### src/rtl/pbu_pkg.sv
package pbu_pkg;
  typedef enum logic [1:0] {
    OP_SET     = 2'd0,
    OP_CLR     = 2'd1,
    OP_INV_ONE = 2'd2,
    OP_INV_ALL = 2'd3
  } pbu_op_e;

  typedef enum logic [1:0] {
    SEL_CTRL = 2'd0,
    SEL_PROP = 2'd1,
    SEL_PEND = 2'd2,
    SEL_RSVD = 2'd3
  } pbu_sel_e;

  typedef enum logic [2:0] {
    ST_IDLE    = 3'd0,
    ST_RD_REQ  = 3'd1,
    ST_RD_WAIT = 3'd2,
    ST_WR_REQ  = 3'd3,
    ST_WR_WAIT = 3'd4,
    ST_DONE    = 3'd5
  } pbu_state_e;
endpackage

### src/rtl/pbu_cfg_regs.sv
module pbu_cfg_regs
  import pbu_pkg::*;
#(
  parameter int DATA_W   = 64,
  parameter int ADDR_W   = 52,
  parameter int IDW_W    = 5,
  parameter int IDW_MAX  = 15,
  parameter int PEND_LSB = 16,
  parameter int PROP_LSB = 12
) (
  input  logic              clk,
  input  logic              rst_n,
  input  logic              wr_en,
  input  logic [1:0]        wr_sel,
  input  logic [DATA_W-1:0] wr_data,
  output logic              enable,
  output logic [IDW_W-1:0]  idw,
  output logic [ADDR_W-1:0] prop_base,
  output logic [ADDR_W-1:0] pend_base
);
  localparam logic [IDW_W-1:0] IDW_CAP = IDW_W'(IDW_MAX);
  localparam int PEND_W = ADDR_W - PEND_LSB;
  localparam int PROP_W = ADDR_W - PROP_LSB;

  logic              en_q, en_d, en_ld;
  logic [IDW_W-1:0]  idw_q, idw_d, idw_raw;
  logic [PROP_W-1:0] prop_q, prop_d;
  logic [PEND_W-1:0] pend_q, pend_d;
  logic              prop_ld, pend_ld;

  always_comb begin
    en_ld   = wr_en && (pbu_sel_e'(wr_sel) == SEL_CTRL);
    prop_ld = wr_en && (pbu_sel_e'(wr_sel) == SEL_PROP);
    pend_ld = wr_en && (pbu_sel_e'(wr_sel) == SEL_PEND);
    en_d    = wr_data[0];
    idw_raw = wr_data[IDW_W-1:0];
    idw_d   = (idw_raw > IDW_CAP) ? IDW_CAP : idw_raw;
    prop_d  = wr_data[ADDR_W-1:PROP_LSB];
    pend_d  = wr_data[ADDR_W-1:PEND_LSB];
  end

  always_ff @(posedge clk or negedge rst_n) begin
    if (!rst_n) begin
      en_q   <= 1'b0;
      idw_q  <= '0;
      prop_q <= '0;
      pend_q <= '0;
    end else begin
      if (en_ld) en_q <= en_d;
      if (prop_ld) begin
        idw_q  <= idw_d;
        prop_q <= prop_d;
      end
      if (pend_ld) pend_q <= pend_d;
    end
  end

  assign enable    = en_q;
  assign idw       = idw_q;
  assign prop_base = {prop_q, {PROP_LSB{1'b0}}};
  assign pend_base = {pend_q, {PEND_LSB{1'b0}}};


  idw_range_chk: assert property (@(posedge clk) disable iff (!rst_n)
    idw_q <= IDW_CAP);
endmodule

### src/rtl/pbu_cmd_filter.sv
module pbu_cmd_filter
  import pbu_pkg::*;
#(
  parameter int ID_W   = 32,
  parameter int ADDR_W = 52,
  parameter int IDW_W  = 5,
  parameter int BYTE_W = 8
) (
  input  logic              fire,
  input  logic [1:0]        op,
  input  logic [ID_W-1:0]   id,
  input  logic              enable,
  input  logic [IDW_W-1:0]  idw,
  input  logic [ADDR_W-1:0] pend_base,
  output logic              start,
  output logic              set_op,
  output logic [ADDR_W-1:0] byte_addr,
  output logic [$clog2(BYTE_W)-1:0] bit_idx
);
  localparam int BIT_W = $clog2(BYTE_W);
  localparam int LIM_W = ID_W + 1;

  logic [LIM_W-1:0] limit;
  logic [IDW_W:0]   shamt;
  logic             in_range;
  logic             is_rmw;

  always_comb begin
    shamt     = {1'b0, idw} + 1'b1;
    limit     = LIM_W'(1) << shamt;
    in_range  = ({1'b0, id} <= limit);
    is_rmw    = (pbu_op_e'(op) == OP_SET) || (pbu_op_e'(op) == OP_CLR);
    start     = fire && enable && is_rmw && in_range;
    set_op    = (pbu_op_e'(op) == OP_SET);
    byte_addr = pend_base + ADDR_W'(id >> BIT_W);
    bit_idx   = id[BIT_W-1:0];
  end
endmodule

### src/rtl/pbu_rmw_fsm.sv
module pbu_rmw_fsm
  import pbu_pkg::*;
#(
  parameter int ADDR_W = 52,
  parameter int BYTE_W = 8
) (
  input  logic              clk,
  input  logic              rst_n,
  input  logic              start,
  input  logic              start_set,
  input  logic [ADDR_W-1:0] start_addr,
  input  logic [$clog2(BYTE_W)-1:0] start_bit,
  output logic              busy,
  output logic              mem_req_valid,
  input  logic              mem_req_ready,
  output logic              mem_req_we,
  output logic [ADDR_W-1:0] mem_req_addr,
  output logic [BYTE_W-1:0] mem_req_wdata,
  input  logic              mem_rsp_valid,
  input  logic [BYTE_W-1:0] mem_rsp_rdata,
  output logic              update_pulse
);
  localparam int BIT_W = $clog2(BYTE_W);

  pbu_state_e        state_q, state_d;
  logic [ADDR_W-1:0] addr_q;
  logic [BIT_W-1:0]  bit_q;
  logic              set_q;
  logic [BYTE_W-1:0] rd_q;
  logic              wrote_q, wrote_d, wrote_ld;
  logic              cmd_ld, rd_ld;
  logic [BYTE_W-1:0] mask;
  logic              redundant;

  always_comb begin
    mask      = BYTE_W'(1) << start_bit;
    mask      = BYTE_W'(1) << bit_q;
    redundant = set_q ? mem_rsp_rdata[bit_q] : !mem_rsp_rdata[bit_q];
  end

  always_comb begin
    state_d  = state_q;
    cmd_ld   = 1'b0;
    rd_ld    = 1'b0;
    wrote_ld = 1'b0;
    wrote_d  = wrote_q;
    unique case (state_q)
      ST_IDLE: if (start) begin
        state_d  = ST_RD_REQ;
        cmd_ld   = 1'b1;
        wrote_ld = 1'b1;
        wrote_d  = 1'b0;
      end
      ST_RD_REQ:  if (mem_req_ready) state_d = ST_RD_WAIT;
      ST_RD_WAIT: if (mem_rsp_valid) begin
        rd_ld   = 1'b1;
        state_d = redundant ? ST_DONE : ST_WR_REQ;
      end
      ST_WR_REQ:  if (mem_req_ready) state_d = ST_WR_WAIT;
      ST_WR_WAIT: if (mem_rsp_valid) begin
        state_d  = ST_DONE;
        wrote_ld = 1'b1;
        wrote_d  = 1'b1;
      end
      ST_DONE:    state_d = ST_IDLE;
      default:    state_d = ST_IDLE;
    endcase
  end

  always_ff @(posedge clk or negedge rst_n) begin
    if (!rst_n) begin
      state_q <= ST_IDLE;
      addr_q  <= '0;
      bit_q   <= '0;
      set_q   <= 1'b0;
      rd_q    <= '0;
      wrote_q <= 1'b0;
    end else begin
      state_q <= state_d;
      if (cmd_ld) begin
        addr_q <= start_addr;
        bit_q  <= start_bit;
        set_q  <= start_set;
      end
      if (rd_ld)    rd_q    <= mem_rsp_rdata;
      if (wrote_ld) wrote_q <= wrote_d;
    end
  end

  always_comb begin
    busy          = (state_q != ST_IDLE);
    mem_req_valid = (state_q == ST_RD_REQ) || (state_q == ST_WR_REQ);
    mem_req_we    = (state_q == ST_WR_REQ);
    mem_req_addr  = addr_q;
    mem_req_wdata = set_q ? (rd_q | mask) : (rd_q & ~mask);
    update_pulse  = (state_q == ST_DONE) && wrote_q;
  end


  one_bit_flip_chk: assert property (@(posedge clk) disable iff (!rst_n)
    (mem_req_valid && mem_req_we) |-> ($countones(mem_req_wdata ^ rd_q) == 1));


  pulse_after_wack_chk: assert property (@(posedge clk) disable iff (!rst_n)
    update_pulse |-> $past(mem_rsp_valid && mem_req_we == 1'b0 && state_q == ST_WR_WAIT));


  req_hold_chk: assert property (@(posedge clk) disable iff (!rst_n)
    (mem_req_valid && !mem_req_ready) |=>
      (mem_req_valid && $stable(mem_req_addr) && $stable(mem_req_we) && $stable(mem_req_wdata)));


  idle_quiet_chk: assert property (@(posedge clk) disable iff (!rst_n)
    !busy |-> (!mem_req_valid && !update_pulse));
endmodule

### src/rtl/pend_bit_updater.sv
module pend_bit_updater
  import pbu_pkg::*;
#(
  parameter int DATA_W   = 64,
  parameter int ADDR_W   = 52,
  parameter int ID_W     = 32,
  parameter int IDW_W    = 5,
  parameter int IDW_MAX  = 15,
  parameter int PEND_LSB = 16,
  parameter int PROP_LSB = 12,
  parameter int BYTE_W   = 8
) (
  input  logic              clk,
  input  logic              rst_n,
  input  logic              cfg_wr_en,
  input  logic [1:0]        cfg_wr_sel,
  input  logic [DATA_W-1:0] cfg_wr_data,
  output logic              cfg_enable,
  output logic [IDW_W-1:0]  cfg_idw,
  output logic [ADDR_W-1:0] cfg_prop_base,
  output logic [ADDR_W-1:0] cfg_pend_base,
  input  logic              cmd_valid,
  output logic              cmd_ready,
  input  logic [1:0]        cmd_op,
  input  logic [ID_W-1:0]   cmd_id,
  output logic              busy,
  output logic              mem_req_valid,
  input  logic              mem_req_ready,
  output logic              mem_req_we,
  output logic [ADDR_W-1:0] mem_req_addr,
  output logic [BYTE_W-1:0] mem_req_wdata,
  input  logic              mem_rsp_valid,
  input  logic [BYTE_W-1:0] mem_rsp_rdata,
  output logic              update_pulse
);
  localparam int BIT_W = $clog2(BYTE_W);

  logic              fire;
  logic              start;
  logic              start_set;
  logic [ADDR_W-1:0] start_addr;
  logic [BIT_W-1:0]  start_bit;

  pbu_cfg_regs #(
    .DATA_W(DATA_W), .ADDR_W(ADDR_W), .IDW_W(IDW_W), .IDW_MAX(IDW_MAX),
    .PEND_LSB(PEND_LSB), .PROP_LSB(PROP_LSB)
  ) u_cfg (
    .clk(clk), .rst_n(rst_n),
    .wr_en(cfg_wr_en), .wr_sel(cfg_wr_sel), .wr_data(cfg_wr_data),
    .enable(cfg_enable), .idw(cfg_idw),
    .prop_base(cfg_prop_base), .pend_base(cfg_pend_base)
  );

  assign cmd_ready = !busy;
  assign fire      = cmd_valid && cmd_ready;

  pbu_cmd_filter #(
    .ID_W(ID_W), .ADDR_W(ADDR_W), .IDW_W(IDW_W), .BYTE_W(BYTE_W)
  ) u_filt (
    .fire(fire), .op(cmd_op), .id(cmd_id),
    .enable(cfg_enable), .idw(cfg_idw), .pend_base(cfg_pend_base),
    .start(start), .set_op(start_set), .byte_addr(start_addr), .bit_idx(start_bit)
  );

  pbu_rmw_fsm #(.ADDR_W(ADDR_W), .BYTE_W(BYTE_W)) u_fsm (
    .clk(clk), .rst_n(rst_n),
    .start(start), .start_set(start_set), .start_addr(start_addr), .start_bit(start_bit),
    .busy(busy),
    .mem_req_valid(mem_req_valid), .mem_req_ready(mem_req_ready),
    .mem_req_we(mem_req_we), .mem_req_addr(mem_req_addr), .mem_req_wdata(mem_req_wdata),
    .mem_rsp_valid(mem_rsp_valid), .mem_rsp_rdata(mem_rsp_rdata),
    .update_pulse(update_pulse)
  );


  disabled_ignore_chk: assert property (@(posedge clk) disable iff (!rst_n)
    (!cfg_enable && cmd_valid && !busy) |=> !busy);


  inval_ignore_chk: assert property (@(posedge clk) disable iff (!rst_n)
    (cmd_valid && !busy && cmd_op[1]) |=> !busy);
endmodule

### config.mk
export PLATFORM = sky130hd
export DESIGN_NAME = pend_bit_updater
export DESIGN_NICKNAME = d
export VERILOG_FILES = /design/src/rtl/pbu_pkg.sv /design/src/rtl/pbu_cfg_regs.sv /design/src/rtl/pbu_cmd_filter.sv /design/src/rtl/pbu_rmw_fsm.sv /design/src/rtl/pend_bit_updater.sv
export SDC_FILE = /design/constraint.sdc
export NUM_CORES = 1
export LEC_CHECK = 0
export BUFFER_PORTS_ARGS = -buffer_cell sky130_fd_sc_hd__buf_2
export CORE_ASPECT_RATIO = 0.7
export CORE_MARGIN = 4
export CORE_UTILIZATION = 40
export DETAILED_ROUTE_END_ITERATION = 12
export GPL_TIMING_DRIVEN = 0
export HOLD_SLACK_MARGIN = 0.02
export PLACE_DENSITY = 0.66
export SETUP_SLACK_MARGIN = 0.2
export SLEW_MARGIN = 20
export SYNTH_ARGS = -nofsm -noshare
export SYNTH_HDL_FRONTEND = slang
export SYNTH_SLANG_ARGS = --single-unit
### constraint.sdc
create_clock -name clk -period 3.5 [get_ports clk]
set_input_delay 0.7 -clock clk [delete_from_list [all_inputs] [get_ports clk]]
set_output_delay 0.7 -clock clk [all_outputs]
set_load 0.01 [all_outputs]
## Yosys cells after proc, flatten, opt, wreduce, memory -nomap -nowiden

Cells that the tools add are included.

| operators by class | value |
|---|---|
| add/sub/neg operators | 2 |
| $lt $le $gt $ge | 3 |
| equality and inequality tests | 13 |
| shifts and indexed selects | 2 |
| muxes and demuxes | 20 |
| bitwise operators | 3 |
| reductions and logical operators | 19 |

Operator list:

| cell | count |
|---|---|
| 52-bit by 29-bit adder with 52-bit output | 1 |
| 32-bit by 33-bit less-or-equal comparator with 1-bit output | 1 |
| 1-bit by 6-bit << shifter with 33-bit output (first input constant) | 1 |
| 3-bit 2-to-1 mux | 6 |
| 3-bit one-hot mux with 5 select lines | 1 |
| 2-bit inequality test (second input constant) | 5 |
| 8-bit bitwise AND | 1 |
| 1-bit logical AND | 8 |
| 1-bit 2-to-1 mux | 8 |
| 8-bit 2-to-1 mux | 1 |
| 8-bit inverter | 1 |
| 8-bit OR | 1 |
| 1-bit by 3-bit << shifter with 8-bit output (first input constant) | 1 |
| 5-bit by 1-bit adder with 6-bit output (second input constant) | 1 |
| 3-bit by 2-bit equality test with 1-bit output (second input constant) | 2 |
| 3-bit equality test (second input constant) | 2 |
| 5-bit by 4-bit > comparator with 1-bit output (second input constant) | 1 |
| 5-bit 2-to-1 mux | 1 |
| 5-bit AND reduction | 1 |
| 2-bit by 1-bit equality test with 1-bit output (second input constant) | 2 |
| 2-bit zero test | 2 |
| 3-bit by 4-bit less-than comparator with 1-bit output (second input constant) | 1 |
| 1-bit one-hot mux with 2 select lines | 2 |
| 4-bit AND reduction | 1 |
| other kinds (8) | 10 |

| storage, ports and cells | value |
|---|---|
| register bits | 150 |
| input bits | 114 |
| output and inout bits | 175 |
| logic and storage cells | 72 |

## Logic depth before layout (Yosys ltp)

| depth | value |
|---|---|
| depth after elaboration | 9 |
| gate-level depth with buffers | 13 |
| mapped depth without buffers | 11 |

## Hierarchy

A second synthesis with hierarchy kept.

| unflattened totals | value |
|---|---|
| cell total of the unflattened synthesis | 875 |
| area, all modules | 9975.8 sq um |

By module, submodules not included:

| module | times used | cells an instance | area each (sq um) | sequential area each (sq um) |
|---|---|---|---|---|
| pbu_cfg_regs | 1 | 213 | 3638.5 | 2052.0 |
| pbu_cmd_filter | 1 | 463 | 3233.1 | 0.0 |
| pbu_rmw_fsm | 1 | 197 | 3094.2 | 1701.6 |
| pend_bit_updater | 1 | 2 | 10.0 | 0.0 |

## Worst setup path before layout

OpenSTA, ideal clock, no wires.

| timing path | value |
|---|---|
| path type | flip-flop to flip-flop |
| start | register u_cfg.idw_q[2] (netlist: u_cfg.idw[2]) |
| end | register u_fsm.addr_q[10] (netlist: u_fsm.mem_req_addr[10]) |
| arrival | 3.178 ns |
| required time | 3.375 ns |
| path slack | 0.197 ns |
| cell stages (with the launch flop) | 12 |
| clock period less this slack | 3.303 ns |
| cell sequence | dfrtp_1 clkbuf_1 nor3_1 nand2_1 ha_1 and3_1 a221o_1 a221oi_1 o221ai_2 o32ai_4 buf_12 mux2_4 |

| between the ends | value |
|---|---|
| longest elaborated chain between the ends | 6 |

Ends and longest elaborated chain:

| what | line | text |
|---|---|---|
| from (decl) | pbu_cfg_regs.sv:26 | `logic [IDW_W-1:0] idw_q, idw_d, idw_raw;` |
| from (signal assigned) | pbu_cfg_regs.sv:51 | `idw_q <= idw_d;` |
| 5-bit by 1-bit adder with 6-bit output | pbu_cmd_filter.sv:29 | `shamt = {1'b0, idw} + 1'b1;` |
| 1-bit by 6-bit << shifter with 33-bit output | pbu_cmd_filter.sv:30 | `limit = LIM_W'(1) << shamt;` |
| 32-bit by 33-bit less-or-equal comparator with 1-bit output | pbu_cmd_filter.sv:31 | `in_range = ({1'b0, id} <= limit);` |
| 1-bit logical AND | pbu_cmd_filter.sv:33 | `start = fire && enable && is_rmw && in_range;` |
| 1-bit 2-to-1 mux | pbu_rmw_fsm.sv:48 | `ST_IDLE: if (start) begin` |
| 1-bit 2-to-1 mux | pbu_rmw_fsm.sv:47 | `unique case (state_q)` |
| to (signal assigned) | pbu_rmw_fsm.sv:81 | `addr_q <= start_addr;` |
| to (decl) | pbu_rmw_fsm.sv:26 | `logic [ADDR_W-1:0] addr_q;` |

Every way passes these cells.
A chain may end at the register's enable or synchronous reset.

## Worst setup path in the final report

| timing path | value |
|---|---|
| start | register u_cfg.idw_q[2] (netlist: u_cfg.idw[2]) |
| end | register u_fsm.addr_q[48] (netlist: u_fsm.mem_req_addr[48]) |

The elaborated chain is that of the path after synthesis.

==> summary.txt <==
Synthesis
  – Seq/Total Area, Yosys: ~45%
  – Top FF cell, synth: dfrtp_1
  – Post-synth ARST share: 100.0%
  – Cell Area, Synth: 8373 um2
  – Post-synth EDFFs: 0
  – Yosys warnings: 0
  – Syn_area_per_cell: around 12 um2
  – FF+latch count, synth: 150
  – Post-synthesis cell type count: 58
  – Post-Syn Instances: between 600 and 700

Final layout
  – Synth-to-layout area growth: 29.06%
  – Ratio of cells with drive above 1 in the final layout: 48.31%
  – Nets: 1,153
  – Core Util, Final: 53.56%
  – Fillers: roughly 1,800
  – Most frequent cells in the layout: 241 x buf_2, 147 x dfrtp_1, 93 x mux2_2
  – Fin area: 10,810 um2
  – Commonest non-fill, non-tap cell in the layout: buf_2
  – Number of diodes: 0

Worst setup path
  – R2R Setup Slk: 0.32 ns
  – Crit path max fanout: 10
  – Crit path DAT: ~3.5 ns
  – Worst setup EP type: flip-flop
  – Setup CP Type: flip-flop to flip-flop
  – Worst R2R Path Depth: 12
  – Crit path required time: 3.80 ns
  – Slowest cell on the critical path: dfrtp_1
  – Worst path bufs/invs: 3
  – Critical Path Max Stage Delay: 0.38 ns
  – Critical path's top delay family: compound AO/OA/AOI/OAI gates
  – Crit-path cells: buf_4 > nor3_4 > nand2_1 > ha_1 > and3_1 > a221o_1 > a221oi_4 > o221ai_4 > o32ai_4 > buf_12 > buf_8 > mux2_4
  – Startpoint types: flip-flop
  – FF-to-FF Start: u_cfg.idw[2]
  – Critical path launch point: u_cfg.idw[2]
  – R2R Path End: u_fsm.mem_req_addr[48]

Hold path
  – Worst Hold Class: input port to async pin

Floorplanning
  – Die Area: 23,350 um2
  – Standard-cell row count: 43
  – Ports: 289
  – Chip width: 180.9 um
  – Core area: 20,180 um2
  – Die Y-Extent: about 130 um
  – Initial core utilization: about two fifths

Timing
  – Tcrit/Tclk final: 90.79%
  – Final Skew: 0.01767 ns
  – Slew headroom: 48.03%
  – RSZ-0062 raised after global routing: no
  – Max Slew Vio Count: 0
  – Post-route setup TNS: 0 ns
  – Highest clock rate: 314.7 MHz
  – Final hold viol count: 0
  – Setup-failing EPs final: 0
  – WHS: between 0.2 and 0.3 ns
  – Slew at the pin closest to its max-slew limit: 0.7796 ns
  – Period minus WS final: 3.178 ns

Flow run
  – Total of max-cap violations: 0

Placed design
  – Placer Congestion: 0.8503
  – Number of port buffers: 241
  – Placed Area: 10,060 um2
  – DP Wirelength: 17.81 mm

Clock tree
  – CTS tree: built
  – Longest Clk Path Bufs: 2
  – H-tree depth: 4
  – Clock root buffer: clkbuf_16
  – Clk_lat worst skew: 0.43 ns
  – Sink Count: 150
  – CTS buffer count: 17
  – Post-CTS Hold Fix Bufs: 0
  – Clk slew on worst S/H paths: 0.07 ns

Power
  – Clock share of power: 25.5%
  – Switch Pwr: 2.423 mW
  – Sequential Power Share: 37.3%
  – Power per cell area: around 650 nW/um2
  – Combinational cell fraction of total power: 37.2%
  – Worst IR Drop VDD: 0.0003133 V
  – Tot Pwr: 7.038 mW
  – Internal Power: 4.614 mW
  – Switch share: 34.44%
  – LEAKAGE: about 5.2 nW

Routing
  – Final wirelength: 22.94 mm
  – Final ANT Viol Nets: 0
  – 1st-pass router iterations: 5
  – Detailed-route via count: about 6,300
  – Vias per cell: just under 5
  – Post-DR wirelength/cell: 17.98 um
  – Drt drc: 0
  – DR iter-0 viols: 331

Global route
  – Largest net degree at the start of global routing: 91
  – Vias in the first global route: 6,277
  – Wire length of the first global-routing pass: 35.91 mm
  – Grt total ovfl: 0
  – Antenna violations before repair: 3
  – GRT Total Usage: between 10% and 20%

Run status
  – Status: finished clean
## Yosys cell counts (7+ instances only)
| master | count | area share (%) |
|---|---|---|
| a21o_1 | 8 | 0.72 |
| a21oi_1 | 26 | 1.6 |
| and3_1 | 14 | 1.0 |
| buf_1 | 10 | 0.45 |
| buf_4 | 29 | 2.6 |
| clkbuf_1 | 11 | 0.49 |
| dfrtp_1 | 150 | 45 |
| ha_1 | 45 | 6.7 |
| inv_1 | 9 | 0.40 |
| mux2_2 | 93 | 13 |
| mux2_4 | 49 | 8.8 |
| nand2_1 | 69 | 3.1 |
| nand3_1 | 11 | 0.66 |
| nand4_1 | 8 | 0.60 |
| nor2_1 | 19 | 0.85 |
| nor2b_1 | 7 | 0.52 |
| nor3b_1 | 7 | 0.63 |
| o21ai_0 | 29 | 1.7 |
| xnor2_1 | 30 | 3.1 |
## state kept, by name, indices dropped and copies added, names as in the netlist, 3 cells and up
register and cells:
u_cfg.idw 5, u_cfg.pend_q 36, u_fsm.state_q 3, u_cfg.prop_q 40
u_fsm.mem_req_addr 52, u_fsm.rd_q 8, u_fsm.bit_q 3
## what timing repair did
item	4_1_cts	5_1_grt
setup endpoints to repair	58	58
buffers inserted	3	2
gates resized for setup	12	22
pin swaps	1	4
cloned	0	0
hold endpoints to repair	0	0
## power by group through the flow
stage	Sequential [mW]	Clock, mW	Combinational (mW)
5_1_grt	2.71	1.92	2.86
4_1_cts	2.62	1.84	2.63
3_5_place_dp	2.65	0	2.61
6_report	2.62	1.80	2.62
2_1_floorplan	2.79	0	1.43
3_3_place_gp	2.62	0	2.56
## worst reg2reg max path: cells and delay by family (launching register included)
kind / cells / cell delay (ns)
AOI/OAI and AO/OA: 4 / 0.99
adders and majority gates: 1 / 0.29
buffers and inverters: 3 / 0.53
DFF: 1 / 0.38
muxes: 1 / 0.31
and+or+nand+nor: 3 / 0.55
## metal layers
metal | share of wire [%] | vias up | track usage [%]
met3 | 8.3 | 19 | 5.892
met1 | 49 | 3040 | 29.83
met4 | 0.87 | 6 | 4.533
met2 | 41 | 229 | 27.06
li1 | - | 3037 | -
met5 | 0.13 | - | 0
## cells by family after synthesis
group / after synthesis / synth area share [%]
AND/OR/NAND/NOR: 166 / 10.36
flip-flops: 150 / 44.83
multiplexers: 145 / 21.95
AO/OA/AOI/OAI: 90 / 6.978
buffers and inverters: 67 / 5.320
adder cells (fa/ha/maj): 46 / 6.964
XOR/XNOR: 34 / 3.556
other: 1 / 0.04479
## cell type report
cell class	count	area, um2	share of cell area, %
multi-input combinational	510	4388	40.60
sequential	150	3757	34.77
timing repair buffer	247	1297	12.01
clock buffer	20	446.7	4.133
buffer	57	424.2	3.925
tap	270	337.8	3.126
clock inverter	12	117.6	1.088
inverter	10	37.54	0.3473
## how the worst max path moves through the flow
| stage | to | slack (ns) | cells past startpoint |
|---|---|---|---|
| 6_report | u_fsm.mem_req_addr[48] | 0.32 | 12 |
| 5_1_grt | u_fsm.mem_req_addr[50] | 0.17 | 12 |
| 4_1_cts | u_fsm.mem_req_addr[1] | 0.21 | 11 |
| 3_5_place_dp | u_fsm.mem_req_addr[48] | -0.39 | 11 |
| 3_3_place_gp | u_fsm.mem_req_addr[48] | -0.63 | 1 |
| 2_1_floorplan | u_fsm.mem_req_addr[10] | 0.23 | 11 |
## metrics by stage
step,cells,setup slack (ns)
floorplan,727,0.2255
global placement,1238,-0.6281
detailed placement,1239,-0.3923
CTS,1274,0.2053
global route,1276,0.1736
finish,1276,0.3223
Note: power is estimated with default switching activity, not from simulation.
